**src/rtl/ctx_id_bank.sv**
```systemverilog
module ctx_id_bank #(
  parameter int DW = 32,
  parameter int AW = 8,
  parameter logic [7:0] TRAP_EC = 8'h03
) (
  input  logic          clk,
  input  logic          rst_n,
  input  logic          req_valid,
  input  logic          req_write,
  input  logic [3:0]    req_cp,
  input  logic [2:0]    req_op1,
  input  logic [3:0]    req_crn,
  input  logic [3:0]    req_crm,
  input  logic [2:0]    req_op2,
  input  logic [1:0]    cur_el,
  input  logic [DW-1:0] wdata,
  input  logic          el2_on,
  input  logic          trap_c13,
  input  logic          trap_vm_rd,
  input  logic          trap_vm_wr,
  input  logic          el3_is32,
  input  logic          sec_ns,
  input  logic          eae,
  output logic          hit,
  output logic          done,
  output logic          undef,
  output logic          trap_valid,
  output logic [1:0]    trap_el,
  output logic [7:0]    trap_code,
  output logic [DW-1:0] rdata,
  output logic [DW-1:0] ctx_id,
  output logic [DW-1:0] proc_id,
  output logic [AW-1:0] asid
);
  typedef enum logic [1:0] {BK_CMN, BK_NS, BK_SEC} bank_e;

  logic [DW-1:0] cmn_q, ns_q, sec_q, cur_val;
  bank_e         sel;
  logic          el1_trap;

  assign hit = req_valid && req_cp == 4'b1111 && req_op1 == 3'b000 &&
               req_crn == 4'b1101 && req_crm == 4'b0000 && req_op2 == 3'b001;

  assign sel = (cur_el == 2'd3) ? (sec_ns ? BK_NS : BK_SEC)
                                : (el3_is32 ? BK_NS : BK_CMN);

  assign el1_trap   = cur_el == 2'd1 && el2_on &&
                      (trap_c13 || (req_write ? trap_vm_wr : trap_vm_rd));
  assign undef      = hit && cur_el == 2'd0;
  assign trap_valid = hit && el1_trap;
  assign done       = hit && !undef && !trap_valid;
  assign trap_el    = trap_valid ? 2'd2 : 2'd0;
  assign trap_code  = trap_valid ? TRAP_EC : 8'h00;

  always_comb begin
    case (sel)
      BK_NS:   cur_val = ns_q;
      BK_SEC:  cur_val = sec_q;
      default: cur_val = cmn_q;
    endcase
  end

  assign rdata   = (done && !req_write) ? cur_val : '0;
  assign ctx_id  = cur_val;
  assign proc_id = eae ? ctx_id : {{AW{1'b0}}, ctx_id[DW-1:AW]};
  assign asid    = eae ? '0 : ctx_id[AW-1:0];

  always_ff @(posedge clk) begin
    if (done && req_write) begin
      case (sel)
        BK_NS:   ns_q  <= wdata;
        BK_SEC:  sec_q <= wdata;
        default: cmn_q <= wdata;
      endcase
    end
  end

  AST_ONE_OUTCOME: assert property (@(posedge clk) disable iff (!rst_n)
    $onehot0({done, undef, trap_valid}));
  AST_MISS_SILENT: assert property (@(posedge clk) disable iff (!rst_n)
    !hit |-> (rdata == '0 && !undef && !trap_valid && !done));
  AST_EL0_NEVER_DONE: assert property (@(posedge clk) disable iff (!rst_n)
    (req_valid && cur_el == 2'd0) |-> (!done && !trap_valid));
  AST_TRAP_SYNDROME: assert property (@(posedge clk) disable iff (!rst_n)
    trap_valid |-> (trap_code == TRAP_EC && trap_el == 2'd2));
  AST_NO_TRAP_OUTSIDE_EL1: assert property (@(posedge clk) disable iff (!rst_n)
    (cur_el != 2'd1 || !el2_on) |-> !trap_valid);
  AST_FAULT_KEEPS_STATE: assert property (@(posedge clk) disable iff (!rst_n)
    (undef || trap_valid) |=> ($stable(cmn_q) && $stable(ns_q) && $stable(sec_q)));
  AST_SECURE_WRITE_LANDS: assert property (@(posedge clk) disable iff (!rst_n)
    (done && req_write && cur_el == 2'd3 && !sec_ns) |=> sec_q == $past(wdata));
endmodule

```
**config.mk**
```make
export PLATFORM = sky130hd
export DESIGN_NAME = ctx_id_bank
export DESIGN_NICKNAME = d
export VERILOG_FILES = /design/src/rtl/ctx_id_bank.sv
export SDC_FILE = /design/constraint.sdc
export NUM_CORES = 1
export LEC_CHECK = 0
export BUFFER_PORTS_ARGS = -buffer_cell sky130_fd_sc_hd__buf_2
export CORE_AREA = 2 2 105 107
export DETAILED_ROUTE_END_ITERATION = 7
export DIE_AREA = 0 0 107 109
export MAX_ROUTING_LAYER = met4
export PLACE_DENSITY = 0.79
export SLEW_MARGIN = 10
export SYNTH_ARGS = -nofsm -noshare
export SYNTH_HDL_FRONTEND = slang
export SYNTH_SLANG_ARGS = --single-unit
```
**constraint.sdc**
```tcl
create_clock -name clk -period 5.79 [get_ports clk]
set_clock_uncertainty 0.2 [all_clocks]
set_input_delay 0.2895 -clock clk [delete_from_list [all_inputs] [get_ports clk]]
set_output_delay 0.2895 -clock clk [all_outputs]
set_load 0.02 [all_outputs]
```
==> impl_metrics.ini, run 1 <==
[detailed_routing]
drt_iter0_markers = 261
drc = 0
first_pass_iters = 4
finalWirelength_um = 12600
postRouteAntennaNets = 0
via_per_inst = 5.30
wl_per_cell_um = 19.1
vias = 3516

[yosys]
synthFlopType = edfxtp_1
synth.largest_area_cell = edfxtp_1
yosysSeqAreaShare_pct = 61.2
synthArstFlopShare_pct = 0
synth_top_cell_area_share_pct = 61.2
synthTopCellsByArea = edfxtp_1 61%, o221ai_2 9.2%, nor3_2 6.2%
syn_avg_cell_area_um2 = 14.4
syn_area_um2 = 4710
ys_warn_count = 0
synth.most_common_cell = edfxtp_1
synthCells = 328
ys_top_cells_by_count = 96 x edfxtp_1, 35 x inv_1, 32 x or3_1
synth_edf_count = 96
synth-seq-cells = 96
post_synth_num_cell_types = 27

[clocking]
cts.sinks = 96
htreeDepth = 3
cts_root_buf = clkbuf_8
postCtsSetupRepairBufs = 0
clk_pin_slew_worst_paths_ps = 100
cts_tree = yes
cts_resized = 0
cts_buffer_depth = 2
numCtsBuffers = 9

[status]
outcome = finished, final reports clean

[cells_and_area]
fin_nets = 582
n_fill_cell = 858
finalNonFillerCells = 663
layout-area-overhead-vs-synth_pct = 29.7
seq_area_um2 = 2880
n_antenna_cell = 0
multi_input_area_um2 = 1510
fin_area_um2 = 6110
final_layout_size_suffix_gt1_share_pct = 49.1

[die]
rows = 38
die-area_um2 = 11700
initial_core_util_pct = 44.4
die_width_um = 107
dieHeight_um = 109
pin_count = 181
core_area_um2 = 10600

[timing]
tns_ps = 0
maxSlewViolCount = 0
fmax_mhz = 288
setup_viol = 0
worst_pin_slew_ps = 1010
final.period_utilization_pct = 60.0
fin_crit_ps = 3470
slew_headroom_pct = 32.7
finalHoldViolations = 0
rsz0062_at_grt = false
holdWs_ps = 451

[global_routing]
grt_usage_pct = 22.8
overflow = 0
grt_pass1_wl_um = 19200
antenna_found_initial = 0
grt_pass1_vias = 3405
grt_max_degree = 41

[placement]
place_congestion = 0.817
dp.final_hpwl_um = 8490
placed_area_um2 = 5610
io_buffers = 172
dp.cells = 616

[critical_path]
startpoint_type = input port
end_kind = output pin
crit_fanout = 35
critical_path_arrival_ps = 2980
required_ps = 5300
path_class = input port to output pin

[pwr]
leakagePower_uw = 0.00240
power_uw = 1420
pwr_density_cell_nw_per_um2 = 233
irDropWorstVdd_mv = 0.144

[hold_path]
min_path_type = input port to flop
min_path_cells = 4

[job]
maxCapViolations = 0
[power by group]
group / leakage [uW] / total, uW / switching, uW / internal (uW)
Clock: 0.0000864 / 425 / 228 / 198
Sequential: 0.000862 / 763 / 0.000134 / 763
Combinational: 0.00145 / 234 / 148 / 85.7
[per-layer routing]
layer	vias to the layer above	routed length (um)	global-route usage, %
met4	0	281	8.91
li1	1617	-	-
met1	1714	5300	28.9
met5	-	0	-
met2	160	6290	36.8
met3	25	764	4.00
[worst max-delay path, cell delays in order]
cell	delay, ps
buf_2	130
and2_1	150
buf_4	350
mux2i_4	820
buf_4	430
o221ai_1	280
nor3_1	280
buf_2	220
[logic make-up after synthesis]
| family | after synthesis | synth area share, % |
|---|---|---|
| buffers and inverters | 71 | 7.70 |
| muxes | 26 | 5.79 |
| DFF | 96 | 61.2 |
| other | 1 | 0.0796 |
| AOI/OAI and AO/OA | 34 | 10.3 |
| and+or+nand+nor | 100 | 14.9 |
[state kept, by name (all words and copies together) (netlist names)]
signal	flops
cmn_q	32
ns_q	32
sec_q	32
[final timing paths]
path                      start         to  slack, ps
worst max-delay path  cur_el[0]  rdata[25]       2320
worst min-delay path  req_write  cmn_q[12]        450
[placed cells by master, fill, tap and decap left out, types with 2 or more instances in the layout]
cell	instances
buf_2	172
buf_4	6
clkbuf_8	9
clkinvlp_4	2
conb_1	7
dlygate4sd3_1	32
edfxtp_1	96
inv_1	35
mux2i_1	25
nand2b_1	3
nand4_1	2
nor2_1	10
nor2b_1	9
nor3_1	4
nor3_2	30
nor4_2	2
o221ai_1	3
o221ai_2	29
or3_1	32
[timing repair]
action                                  CTS  global route
hold buffers                             32             0
endpoints found under the hold margin    96             0
endpoints found under the setup margin    0             0
[layout make-up]
type	instances	share of cell area [%]
Timing Repair Buffer	210	20.1
Inverter	35	2.15
Multi-Input combinational cell	167	24.7
Tap cell	140	2.87
Clock inverter	5	0.942
Clock buffer	10	2.09
Sequential cell	96	47.2
[per-stage QoR]
stage / util, % / setup slack, ps
2_1_floorplan: - / 987
3_3_place_gp: 52.9 / 2360
3_5_place_dp: 52.9 / 2300
4_1_cts: 57.6 / 2290
5_1_grt: 57.6 / 2160
6_report: 57.6 / 2320
Power figures use the tool's default switching activity.
==> run 2, diff against run 1 <==
--- a/config.mk
+++ b/config.mk
@@ -6,11 +6,11 @@
 export NUM_CORES = 1
 export LEC_CHECK = 0
 export BUFFER_PORTS_ARGS = -buffer_cell sky130_fd_sc_hd__buf_2
-export CORE_AREA = 2 2 105 107
+export CORE_AREA = 2 2 107 109
 export DETAILED_ROUTE_END_ITERATION = 7
-export DIE_AREA = 0 0 107 109
+export DIE_AREA = 0 0 109 111
 export MAX_ROUTING_LAYER = met4
-export PLACE_DENSITY = 0.79
+export PLACE_DENSITY = 0.8
 export SLEW_MARGIN = 10
 export SYNTH_ARGS = -nofsm -noshare
 export SYNTH_HDL_FRONTEND = slang
==> constraint.sdc (replaced) <==
create_clock -name clk -period 3.1 [get_ports clk]
set_clock_uncertainty 0.2 [all_clocks]
set_input_delay 0.155 -clock clk [delete_from_list [all_inputs] [get_ports clk]]
set_output_delay 0.155 -clock clk [all_outputs]
set_load 0.02 [all_outputs]
==> impl_metrics.ini, run 2 (synthesis results as in run 1) <==
[timing]
setup_viol = 0
worst_pin_slew_ps = 875
finalHoldViolations = 0
fin_crit_ps = 2620
tns_ps = 0
fmax_mhz = 381
maxSlewViolCount = 0
rsz0062_at_grt = false
slew_headroom_pct = 41.6
final.period_utilization_pct = 84.7
holdWs_ps = 351

[job]
maxCapViolations = 0

[global_routing]
overflow = 0
antenna_found_initial = 1
grt_usage_pct = 21.6
grt_max_degree = 35
grt_pass1_vias = 3424
grt_pass1_wl_um = 18800

[die]
rows = 39
pin_count = 181
core_area_um2 = 11100
initial_core_util_pct = 42.5
die-area_um2 = 12100
dieHeight_um = 111
die_width_um = 109

[detailed_routing]
wl_per_cell_um = 18.9
drt_iter0_markers = 231
first_pass_iters = 4
postRouteAntennaNets = 0
via_per_inst = 5.12
vias = 3452
finalWirelength_um = 12700
drc = 0

[pwr]
leakagePower_uw = 0.00249
power.switching_uw = 772
seq_power_share_pct = 48.9
pwr_density_cell_nw_per_um2 = 464
clkPwrFrac_pct = 35.9
internal_power_uw = 2140
irDropWorstVdd_mv = 0.309
pwr-share-comb_pct = 15.2
switching_share_pct = 26.5

[cells_and_area]
final_layout_size_suffix_gt1_share_pct = 50.0
layout-area-overhead-vs-synth_pct = 33.3
reg_top3 = cmn_q: 32 flops, ns_q: 32 flops, sec_q: 32 flops
fin_nets = 588
final_common_cell = buf_2
final_core_util_pct = 56.7
final_cell_mix = 172 x buf_2, 96 x edfxtp_1, 35 x inv_1, 32 x or3_1, 32 x dlygate4sd3_1

[clocking]
cts_root_buf = clkbuf_16
clk_pin_slew_worst_paths_ps = 70
cts.sinks = 96
cts_buffer_depth = 2
numCtsBuffers = 9
postCtsSetupRepairBufs = 0
cts_tree = yes
htreeDepth = 3

[placement]
place_congestion = 0.798
dp.final_hpwl_um = 8730
io_buffers = 172

[critical_path]
startpoint_type = input port
critical_path_arrival_ps = 2270
cpMostUsedCell = buf_2
required_ps = 2740
critical_path.cell_chain = buf_2, nor4bb_1, nand4_1, nand2b_1, a2111oi_0, buf_2
cp-startpoint = req_op1[2]
cp_slowest_cell = a2111oi_0
end_kind = output pin
path_class = input port to output pin
max_stage_delay_ps = 770
critPathTopFamily = simple AND/OR/NAND/NOR gates
cp_num_buf_inv = 2
crit_fanout = 7

[hold_path]
min_path_type = input port to flop
min-delay-start = wdata[31]

[status]
outcome = finished, final reports clean
-- run 2: final timing paths --
kind / slack (ps) / to / cells past startpoint
max: 480 / trap_code[0] / 6
min: 350 / cmn_q[31] / 2
-- run 2: per-layer routing --
layer,share of wire [%],GRT usage (%),wire (um),up-vias
li1,-,-,-,1633
met1,42,27.5,5370,1659
met2,51,36.4,6430,149
met3,6.4,3.23,815,11
met4,0.90,4.96,114,0
met5,0,-,0,-
-- run 2: metrics by stage --
stage / area (um2) / setup WS, ps / std cells / total power (uW)
after floorplan: 4770 / 74.8 / 334 / 1710
after global placement: 5680 / 545 / 625 / 1860
after detailed placement: 5680 / 421 / 625 / 1870
after CTS: 6280 / 420 / 673 / 2930
after global routing: 6280 / 187 / 674 / 3010
final: 6280 / 476 / 674 / 2920
-- run 2: cell type report --
class,count,area [um2]
clock inverters,7,53.8
repair buffers,216,1270
clock buffers,9,225
diodes,1,2.50
fillers,908,4800
inverters,35,131
multi-input cells,167,1540
flip-flops and latches,96,2880
well taps,143,179
-- run 2: power by group through the flow --
| stage | combinational, uW | sequential (uW) | clock, uW |
|---|---|---|---|
| after floorplan | 259 | 1460 | 0 |
| after global placement | 405 | 1450 | 0 |
| after detailed placement | 413 | 1450 | 0 |
| after CTS | 446 | 1430 | 1060 |
| after global routing | 477 | 1420 | 1110 |
| final | 443 | 1430 | 1050 |
-- run 2: repair_timing --
action                                  CTS  global route
gates resized for setup                   0             0
endpoints found under the hold margin    96             0
hold buffers                             32             0
endpoints found under the setup margin    0             0
